**config.mk**
```make
export PLATFORM = sky130hd
export DESIGN_NAME = rtc_mbus_slave
export DESIGN_NICKNAME = d
export VERILOG_FILES = /design/src/rtl/rtc_mbus_pkg.sv /design/src/rtl/rtc_mbus_addr_latch.sv /design/src/rtl/rtc_mbus_fsm.sv /design/src/rtl/rtc_mbus_store.sv /design/src/rtl/rtc_mbus_slave.sv
export SDC_FILE = /design/constraint.sdc
export NUM_CORES = 2
export LEC_CHECK = 0
export ABC_AREA = 0
export BUFFER_PORTS_ARGS = -buffer_cell sky130_fd_sc_hd__buf_2
export CORE_MARGIN = 3
export CORE_UTILIZATION = 60
export CTS_CLUSTER_SIZE = 10
export DETAILED_ROUTE_END_ITERATION = 12
export PLACE_DENSITY = 0.76
export REMOVE_ABC_BUFFERS = 1
export SYNTH_ARGS = -nofsm -noshare
export SYNTH_HDL_FRONTEND = slang
export SYNTH_SLANG_ARGS = --single-unit
```
**constraint.sdc**
```tcl
create_clock -name clk -period 3.77 [get_ports clk]
set_clock_uncertainty 0.1 [all_clocks]
set_input_delay 0.5655 -clock clk [delete_from_list [all_inputs] [get_ports clk]]
set_output_delay 0.5655 -clock clk [all_outputs]
set_load 0.05 [all_outputs]
```
**src/rtl/rtc_mbus_pkg.sv**
```systemverilog
package rtc_mbus_pkg;

    localparam int BYTE_W = 8;
    typedef logic [BYTE_W-1:0] byte_t;

    // Byte offsets whose behaviour neighbours rely on
    localparam int IDX_SECONDS = 0;
    localparam int IDX_CTRL_A  = 10;
    localparam int IDX_MODE_B  = 11;
    localparam int IDX_STAT_C  = 12;
    localparam int IDX_STAT_D  = 13;

    // Enable bits in 0x0B cleared by the host reset input
    localparam byte_t MODE_B_ENABLES = 8'h78;

    typedef enum logic [1:0] {
        BUS_IDLE  = 2'd0,
        BUS_READ  = 2'd1,
        BUS_WRITE = 2'd2
    } bus_state_e;

    // Bits a host write may change in each core byte
    function automatic byte_t host_write_mask(input int idx);
        byte_t m;
        m = '1;
        if (idx == IDX_SECONDS || idx == IDX_CTRL_A)
            m[BYTE_W-1] = 1'b0;
        if (idx == IDX_STAT_C || idx == IDX_STAT_D)
            m = '0;
        return m;
    endfunction

endpackage

```
**src/rtl/rtc_mbus_addr_latch.sv**
```systemverilog
module rtc_mbus_addr_latch #(
    parameter int ADDR_W = 7
) (
    input  logic              clk,
    input  logic              rst_n,
    input  logic              strobe,
    input  logic [ADDR_W-1:0] addr_in,
    output logic [ADDR_W-1:0] addr_q
);

    logic strobe_q;

    always_ff @(posedge clk or negedge rst_n) begin
        if (!rst_n) begin
            strobe_q <= 1'b0;
            addr_q   <= '0;
        end else begin
            strobe_q <= strobe;
            if (strobe_q && !strobe)
                addr_q <= addr_in;
        end
    end

endmodule

```
**src/rtl/rtc_mbus_fsm.sv**
```systemverilog
module rtc_mbus_fsm
    import rtc_mbus_pkg::*;
(
    input  logic  clk,
    input  logic  rst_n,
    input  logic  access_ok,
    input  logic  rd_n,
    input  logic  wr_n,
    input  logic  sel_stat_c,
    input  byte_t bus_in,
    output logic  drive_en,
    output logic  commit,
    output byte_t wdata_q,
    output logic  rd_c_stb
);

    bus_state_e state_q, state_d;

    // next-state decode
    always_comb begin
        state_d = state_q;
        unique case (state_q)
            BUS_IDLE: begin
                if (access_ok && !rd_n)
                    state_d = BUS_READ;        // start-read
                else if (access_ok && !wr_n)
                    state_d = BUS_WRITE;       // start-write
            end
            BUS_READ: begin
                if (!access_ok || rd_n)
                    state_d = BUS_IDLE;        // end-read
            end
            BUS_WRITE: begin
                if (!access_ok || wr_n)
                    state_d = BUS_IDLE;        // commit or abort
            end
            default: state_d = BUS_IDLE;
        endcase
    end

    // state register
    always_ff @(posedge clk or negedge rst_n) begin
        if (!rst_n)
            state_q <= BUS_IDLE;
        else
            state_q <= state_d;
    end

    // outputs
    always_comb begin
        drive_en = (state_q == BUS_READ);
        commit   = (state_q == BUS_WRITE) && access_ok && wr_n;
    end

    // write data capture and read-of-C pulse
    always_ff @(posedge clk or negedge rst_n) begin
        if (!rst_n) begin
            wdata_q  <= '0;
            rd_c_stb <= 1'b0;
        end else begin
            if ((state_q == BUS_IDLE && state_d == BUS_WRITE) ||
                (state_q == BUS_WRITE && !wr_n))
                wdata_q <= bus_in;
            rd_c_stb <= (state_q == BUS_IDLE) && (state_d == BUS_READ) && sel_stat_c;
        end
    end

endmodule

```
**src/rtl/rtc_mbus_store.sv**
```systemverilog
module rtc_mbus_store
    import rtc_mbus_pkg::*;
#(
    parameter  int ADDR_W     = 7,
    parameter  int CORE_BYTES = 14,
    localparam int CIDX_W     = $clog2(CORE_BYTES)
) (
    input  logic              clk,
    input  logic              rst_n,
    input  logic              host_we,
    input  logic [ADDR_W-1:0] host_addr,
    input  byte_t             host_wdata,
    input  logic              tk_we,
    input  logic [CIDX_W-1:0] tk_addr,
    input  byte_t             tk_data,
    input  logic              ram_clear,
    input  logic              hold_reset,
    input  logic              uip_in,
    input  byte_t             stat_c_in,
    input  byte_t             stat_d_in,
    input  logic [ADDR_W-1:0] rd_addr,
    output byte_t             rd_data,
    output byte_t             cfg_b
);

    localparam int SPACE       = 2 ** ADDR_W;
    localparam int RAM_BYTES   = SPACE - CORE_BYTES;
    localparam int CORE_STORED = IDX_STAT_C;

    byte_t core_q [CORE_STORED];
    byte_t core_d [CORE_STORED];
    byte_t ram_q  [RAM_BYTES];
    byte_t ram_d  [RAM_BYTES];

    always_comb begin
        for (int i = 0; i < CORE_STORED; i++) begin
            core_d[i] = core_q[i];
            if (tk_we && int'(tk_addr) == i)
                core_d[i] = tk_data;
            if (host_we && int'(host_addr) == i)
                core_d[i] = (core_q[i] & ~host_write_mask(i)) |
                            (host_wdata & host_write_mask(i));
            if (hold_reset && i == IDX_MODE_B)
                core_d[i] = core_d[i] & ~MODE_B_ENABLES;
        end
        for (int j = 0; j < RAM_BYTES; j++) begin
            ram_d[j] = ram_q[j];
            if (ram_clear)
                ram_d[j] = '1;
            else if (host_we && int'(host_addr) == j + CORE_BYTES)
                ram_d[j] = host_wdata;
        end
    end

    always_ff @(posedge clk or negedge rst_n) begin
        if (!rst_n) begin
            for (int i = 0; i < CORE_STORED; i++) core_q[i] <= '0;
            for (int j = 0; j < RAM_BYTES; j++)   ram_q[j]  <= '0;
        end else begin
            for (int i = 0; i < CORE_STORED; i++) core_q[i] <= core_d[i];
            for (int j = 0; j < RAM_BYTES; j++)   ram_q[j]  <= ram_d[j];
        end
    end

    // read multiplexer
    always_comb begin
        rd_data = '0;
        if (rd_addr < ADDR_W'(CORE_STORED)) begin
            rd_data = core_q[rd_addr[CIDX_W-1:0]];
            if (rd_addr == ADDR_W'(IDX_CTRL_A))
                rd_data[BYTE_W-1] = uip_in;
        end else if (rd_addr == ADDR_W'(IDX_STAT_C)) begin
            rd_data = stat_c_in;
        end else if (rd_addr == ADDR_W'(IDX_STAT_D)) begin
            rd_data = stat_d_in;
        end else begin
            rd_data = ram_q[rd_addr - ADDR_W'(CORE_BYTES)];
        end
    end

    assign cfg_b = core_q[IDX_MODE_B];

endmodule

```
**src/rtl/rtc_mbus_slave.sv**
```systemverilog
module rtc_mbus_slave
    import rtc_mbus_pkg::*;
#(
    parameter  int ADDR_W     = 7,
    parameter  int CORE_BYTES = 14,
    localparam int CIDX_W     = $clog2(CORE_BYTES)
) (
    input  logic              clk,
    input  logic              rst_n,
    input  logic [7:0]        ad_in,
    output logic [7:0]        ad_out,
    output logic              ad_oe,
    input  logic              addr_strobe,
    input  logic              bus_rd_n,
    input  logic              bus_wr_n,
    input  logic              bus_sel_n,
    input  logic              host_reset_n,
    input  logic              power_good,
    input  logic              ram_clear,
    input  logic              tk_wr_en,
    input  logic [CIDX_W-1:0] tk_wr_addr,
    input  logic [7:0]        tk_wr_data,
    input  logic              uip_in,
    input  logic [7:0]        stat_c_in,
    input  logic [7:0]        stat_d_in,
    output logic [7:0]        cfg_b,
    output logic              rd_c_stb
);

    logic [ADDR_W-1:0] addr_q;
    logic              access_ok;
    logic              drive_en;
    logic              commit;
    byte_t             wdata_q;
    byte_t             rd_data;

    // power failure or host reset force the select inactive
    assign access_ok = !bus_sel_n && power_good && host_reset_n;

    rtc_mbus_addr_latch #(.ADDR_W(ADDR_W)) u_alat (
        .clk     (clk),
        .rst_n   (rst_n),
        .strobe  (addr_strobe),
        .addr_in (ad_in[ADDR_W-1:0]),
        .addr_q  (addr_q)
    );

    rtc_mbus_fsm u_fsm (
        .clk        (clk),
        .rst_n      (rst_n),
        .access_ok  (access_ok),
        .rd_n       (bus_rd_n),
        .wr_n       (bus_wr_n),
        .sel_stat_c (addr_q == ADDR_W'(IDX_STAT_C)),
        .bus_in     (ad_in),
        .drive_en   (drive_en),
        .commit     (commit),
        .wdata_q    (wdata_q),
        .rd_c_stb   (rd_c_stb)
    );

    rtc_mbus_store #(.ADDR_W(ADDR_W), .CORE_BYTES(CORE_BYTES)) u_store (
        .clk        (clk),
        .rst_n      (rst_n),
        .host_we    (commit),
        .host_addr  (addr_q),
        .host_wdata (wdata_q),
        .tk_we      (tk_wr_en),
        .tk_addr    (tk_wr_addr),
        .tk_data    (tk_wr_data),
        .ram_clear  (ram_clear),
        .hold_reset (!host_reset_n),
        .uip_in     (uip_in),
        .stat_c_in  (stat_c_in),
        .stat_d_in  (stat_d_in),
        .rd_addr    (addr_q),
        .rd_data    (rd_data),
        .cfg_b      (cfg_b)
    );

    assign ad_oe  = drive_en;
    assign ad_out = drive_en ? rd_data : '0;

endmodule

```
### Word-level counts from Yosys, hierarchy flattened

Cells that the tools add are included.

| operators by class | value |
|---|---|
| add/sub/neg operators | 1 |
| magnitude comparators | 3 |
| equal/unequal tests | 144 |
| mux-type cells | 271 |
| bitwise operators | 10 |
| reductions and logical operators | 285 |

Operators by type and width:

| cell | number |
|---|---|
| $mux W8 | 260 |
| $eq A7 B7 Y1 const B | 64 |
| $reduce_bool A2 Y1 | 125 |
| $eq A7 B6 Y1 const B | 32 |
| $logic_and A1 B1 Y1 | 149 |
| $eq A7 B5 Y1 const B | 14 |
| $eq A7 B4 Y1 const B | 11 |
| $bmux W8 S7 | 1 |
| $and A8 B8 Y8 | 4 |
| $bmux W8 S4 | 1 |
| $eq A4 B4 Y1 const B | 8 |
| $eq A7 B3 Y1 const B | 4 |
| $not A8 Y8 | 2 |
| $or A8 B8 Y8 | 2 |
| $eq A7 B2 Y1 const B | 2 |
| $eq A4 B3 Y1 const B | 2 |
| $ge A8 B8 Y1 const B | 1 |
| $mux W2 | 4 |
| $not A7 Y8 | 1 |
| $eq A7 B1 Y1 const B | 1 |
| $logic_not A7 Y1 | 1 |
| $lt A7 B4 Y1 const B | 1 |
| $mux W7 | 1 |
| $sub A7 B4 Y7 const B | 1 |
| other kinds (12) | 22 |

| word-level totals | value |
|---|---|
| register bits | 1027 |
| input bits | 47 |
| output and inout bits | 18 |

### Logic depth before layout (Yosys ltp)

| depth | value |
|---|---|
| depth in word-level cells | 11 |
| mapped depth | 12 |

### Hierarchy

From an unflattened synthesis, not the netlist that was laid out.

| second synthesis, totals | value |
|---|---|
| cell total of the unflattened synthesis | 4527 |
| area, all modules | 52711.8 um2 |

By module, submodules not included:

| module | times used | cells each | area each (um2) | seq. area each (um2) |
|---|---|---|---|---|
| rtc_mbus_store | 1 | 4470 | 51867.2 | 25199.2 |
| rtc_mbus_fsm | 1 | 26 | 434.2 | 275.3 |
| rtc_mbus_addr_latch | 1 | 17 | 330.3 | 200.2 |
| rtc_mbus_slave | 1 | 14 | 80.1 | 0.0 |

### Worst setup path after synthesis

Ideal clock, no wire load.

| timing path | value |
|---|---|
| kind | register to output |
| from | register u_alat.addr_q[1] |
| to | output ad_out[0] |
| arrival time | 3.733 ns |
| setup slack | -0.628 ns |
| cell stages (with the launch flop) | 9 |
| cells stage by stage | dfrtp_1 -> ha_1 -> xor2_1 -> buf_4 -> buf_2 -> nand2_1 -> a2111oi_0 -> nor4_1 -> nor4_1 |

| between the ends | value |
|---|---|
| longest elaborated chain between the ends | 9 |

RTL lines:

| element | line | source |
|---|---|---|
| start, declared | rtc_mbus_addr_latch.sv:8 | `output logic [ADDR_W-1:0] addr_q` |
| start signal, assigned | rtc_mbus_addr_latch.sv:20 | `addr_q <= addr_in;` |
| $sub A7 B4 Y7 | rtc_mbus_store.sv:77 | `rd_data = ram_q[rd_addr - ADDR_W'(CORE_BYTES)];` |
| $not A7 Y8 (implied by the code) | rtc_mbus_store.sv:77 |  |
| $bmux W8 S7 | rtc_mbus_store.sv:77 |  |
| $mux W8 (implied by the code) (2 in a row) | rtc_mbus_store.sv:77 |  |
| $mux W8 | rtc_mbus_store.sv:74 | `end else if (rd_addr == ADDR_W'(IDX_STAT_D)) begin` |
| $mux W8 | rtc_mbus_store.sv:72 | `end else if (rd_addr == ADDR_W'(IDX_STAT_C)) begin` |
| $mux W8 (*) | rtc_mbus_store.sv:68 | `if (rd_addr < ADDR_W'(CORE_STORED)) begin` |
| $mux W8 (*) | rtc_mbus_slave.sv:82 | `assign ad_out = drive_en ? rd_data : '0;` |
| end, declared | rtc_mbus_slave.sv:11 | `output logic [7:0] ad_out,` |

Mark *: on every way between the ends. The rest lies on a longest branch, timed or not. The select of a mux whose other input is x is not followed.

### Worst setup path after layout

| timing path | value |
|---|---|
| from | register u_alat.addr_q[1] |
| to | output ad_out[3] |

The elaborated chain is that of the path after synthesis.

==> results.yml <==
place:
  port_buffers: 64
  gp_congestion: 0.992
  dp_hpwl_um: 104000
  placed_area_mm2: 0.0556
  dpl_worst_slack_ns: -0.429
clock_tree:
  htreeDepth: 3
  cts_max_path_buffers: 3
  cts_tree: "done"
  clk_pin_slew_ns: 0.06
  ctsRootBufferMaster: "clkbuf_16"
  cts_buffers: 115
  clkSinkCount: 1027
  clk_latency_ns: 0.72
floorplan:
  die_area_mm2: 0.0919
  core-area_mm2: 0.0872
  start_util: 0.608
  die_h_um: 303
  placement_rows: 108
  design.portCount: 65
  die_w_um: 303
timing:
  rsz0062_at_grt: "yes"
  fmax_ghz: 0.228
  final_max_slew_viol_count: 0
  setup_viol: 8
  fin_ws_ns: -0.618
  slew_headroom: 0.246
  post-route-period-util: 1.16
  finalHoldViolCount: 0
  worstMarginPinSlew_ns: 1.13
  period_needed_ns: 4.39
routing:
  routed_via_density: 7.41
  dr.first_iter.drc_count: 6321
  totalWireLength_um: 172000
  ant_nets: 0
  firstDrtPassIters: 9
  drc: 0
  vias: 42300
  routedWlPerCell_um: 30.2
critical_path:
  critical_path_arrival_ns: 3.72
  cp_top_family: "buffers and inverters"
  path_cells: "buf_4, buf_4, bufbuf_16, mux4_2, mux2i_1, a31oi_1, nand4_1, a31oi_4, buf_12"
  critPathMaxFanout: 26
  required_ns: 3.10
  cp-start-kind: "register"
  crit_buf_inv: 4
  crit_type: "reg2out"
  crit_path_end_kind: "output pin"
  crit_top_cell: "buf_4"
  max_stage_delay_ns: 0.53
  cp_slowest_cell: "mux2i_1"
pwr:
  fin_total_pwr_mw: 27.7
  p_per_area_mw_per_mm2: 459
  ir_worst_vdd_mv: 0.410
  leakage_nw: 22.2
job:
  cap_viol_max_count: 0
yosys:
  yosys_warnings: 0
  synth.distinct_cells: 69
  async_flop_share: 1.00
  avgSynthCellArea_um2: 11.7
  synth_area_mm2: 0.0530
  ys_seq_area_frac: 0.485
  ys_ff_latch: 1027
  syn_inst: 4529
  synth-edff-count: 0
  synthFlopType: "dfrtp_1"
finish:
  drive_above_1_share: 0.207
  fin_nets: 4560
  final_design_area_no_fill_mm2: 0.0603
  area_delta_synth_final_pct: 13.9
global_routing:
  grt-ovfl-total: 0
  first_global_vias: 42100
  antenna_found_initial: 6
  grt_max_degree: 145
  grtUsageTotal: 0.378
  grt_pass1_wl_um: 264000
min_path:
  hold_class: "in2reg"
outcome:
  violations: "negative setup slack"
  status: "complete, but fails checks"
[sequential cells by signal, summed over array words and instances, names as in the netlist]
signal           cells
u_alat.addr_q        7
u_fsm.wdata_q        8
u_store.cfg_b        8
u_store.core_q      88
u_store.ram_q      912
u_fsm.rd_c_stb       1
u_fsm.state_q        2
u_alat.strobe_q      1
[power by group]
| group | switching, mW | internal [mW] |
|---|---|---|
| logic | 3.55 | 2.09 |
| clock network | 4.43 | 5.66 |
| registers | 0.644 | 11.3 |
| total | 8.62 | 19.1 |
[final timing paths]
kind / start / endpoint / slack [ns] / cells after the start
worst min register to register: u_store.ram_q[334]$_DFFE_PN0P_ / u_store.ram_q[334]$_DFFE_PN0P_ / 0.38 / 1
worst max-delay path: u_alat.addr_q[1]$_DFFE_PN0P_ / ad_out[3] / -0.62 / 9
worst max register to register: u_alat.addr_q[1]$_DFFE_PN0P_ / u_store.ram_q[578]$_DFFE_PN0P_ / 0.42 / 8
min in group asynchronous: rst_n / u_store.core_q[90]$_DFFE_PN0P_ / 0.40 / 2
max in group asynchronous: rst_n / u_store.ram_q[708]$_DFFE_PN0P_ / 1.98 / 3
worst min-delay path: ad_in[6] / u_alat.addr_q[6]$_DFFE_PN0P_ / 0.02 / 2
[cell type report]
| type | count | area, µm² |
|---|---|---|
| inverters | 4 | 15.0 |
| flip-flops and latches | 1027 | 25700 |
| fillers | 5964 | 26800 |
| multi-input cells | 2972 | 25700 |
| clock inverters | 5 | 65.1 |
| clock buffers | 147 | 3110 |
| repair buffers | 392 | 4270 |
| well taps | 1155 | 1450 |
| diodes | 2 | 5.00 |
[worst reg2reg max path: cells and delay by family, from the launching register on]
family	cells	cell delay, ns
and+or+nand+nor	4	1.62
buffers and inverters	3	0.74
AOI/OAI and AO/OA	1	0.29
DFF	1	0.49
[cells in the mapped netlist (6+ instances only)]
master,number,share of area
o21ai_0,96,0.0091
nor2b_1,256,0.030
nor2_8,6,0.0023
mux2_2,32,0.0068
nor2_4,14,0.0030
nor2_1,53,0.0038
nor3_1,20,0.0019
nand3b_1,43,0.0061
nor4_1,7,0.00083
or3_1,6,0.00071
nor2_2,8,0.00094
a31oi_1,9,0.0011
o2111ai_1,9,0.0015
nand2b_1,16,0.0019
a21oi_1,14,0.0013
buf_1,15,0.0011
nand4_1,23,0.0027
buf_4,25,0.0035
and3_1,626,0.074
buf_2,73,0.0069
a211o_1,875,0.14
nand2_1,346,0.025
o22ai_1,16,0.0019
nand3_1,13,0.0012
clkbuf_1,402,0.028
mux2i_1,136,0.026
dfrtp_1,1027,0.48
buf_6,10,0.0021
a2111oi_0,9,0.0015
mux4_2,267,0.11
[metal layers]
layer,vias to the layer above,global-route usage,share of wire
met3,604,0.0865,0.11
met2,2859,0.557,0.45
met5,-,0,0.000070
met1,21700,0.523,0.38
li1,17100,-,-
met4,2,0.209,0.060
[placed cells by master (no fill, tap or decap), types with 6 or more instances in the layout]
cell type  count
nand3b_1      43
a21oi_1        9
nand3_1       11
buf_4        216
buf_2         55
nor2_1        39
nor2b_1      255
and3_1       623
nor2_8         6
buf_16        12
nor3_1        14
mux2i_2        7
o2111ai_1      6
buf_6         13
clkbuf_16    119
mux4_2       267
a211o_1      875
buf_12        82
mux2_2        28
dfrtp_1     1017
dfrtp_4       10
nor2_2        13
nand2_1      342
o22ai_1       14
mux2i_1      127
nor3_2         6
clkbuf_1      25
nand4_1       23
nor2_4        23
o21ai_0       95
nand2b_1      16
[timing repair]
item | 4_1_cts | 5_1_grt
endpoints found under the hold margin | 69 | 0
setup endpoints to repair | 8 | 8
resized for setup | 112 | 15
buffers inserted | 56 | 6
hold buffers | 5 | 0
gates cloned | 10 | 0
pin swaps | 35 | 15
[through the flow]
stage | hold WS (ns) | cells | utilization | TNS, ns
floorplan | 0.170 | 4003 | - | -7498.54
global placement | 0.362 | 5477 | 0.638 | -0.530
detailed placement | 0.370 | 5477 | 0.638 | -0.499
CTS | 0.00480 | 5697 | 0.691 | -3.97
global route | 0.00905 | 5702 | 0.692 | -4.62
finish | 0.0165 | 5704 | 0.692 | -4.46
[logic make-up (layout without fill, tap and decap cells)]
| group | Yosys count | in the layout | share of synthesized area |
|---|---|---|---|
| compound gates | 1068 | 1068 | 0.167 |
| xor+xnor | 8 | 8 | 0.00132 |
| fa+ha+maj | 1 | 1 | 0.000236 |
| buf+inv | 530 | 548 | 0.0428 |
| flops | 1027 | 1027 | 0.485 |
| mux | 435 | 435 | 0.146 |
| other cells | 0 | 2 | 0 |
| simple gates | 1460 | 1460 | 0.157 |
No activity file was read; power rests on OpenSTA's default activity.
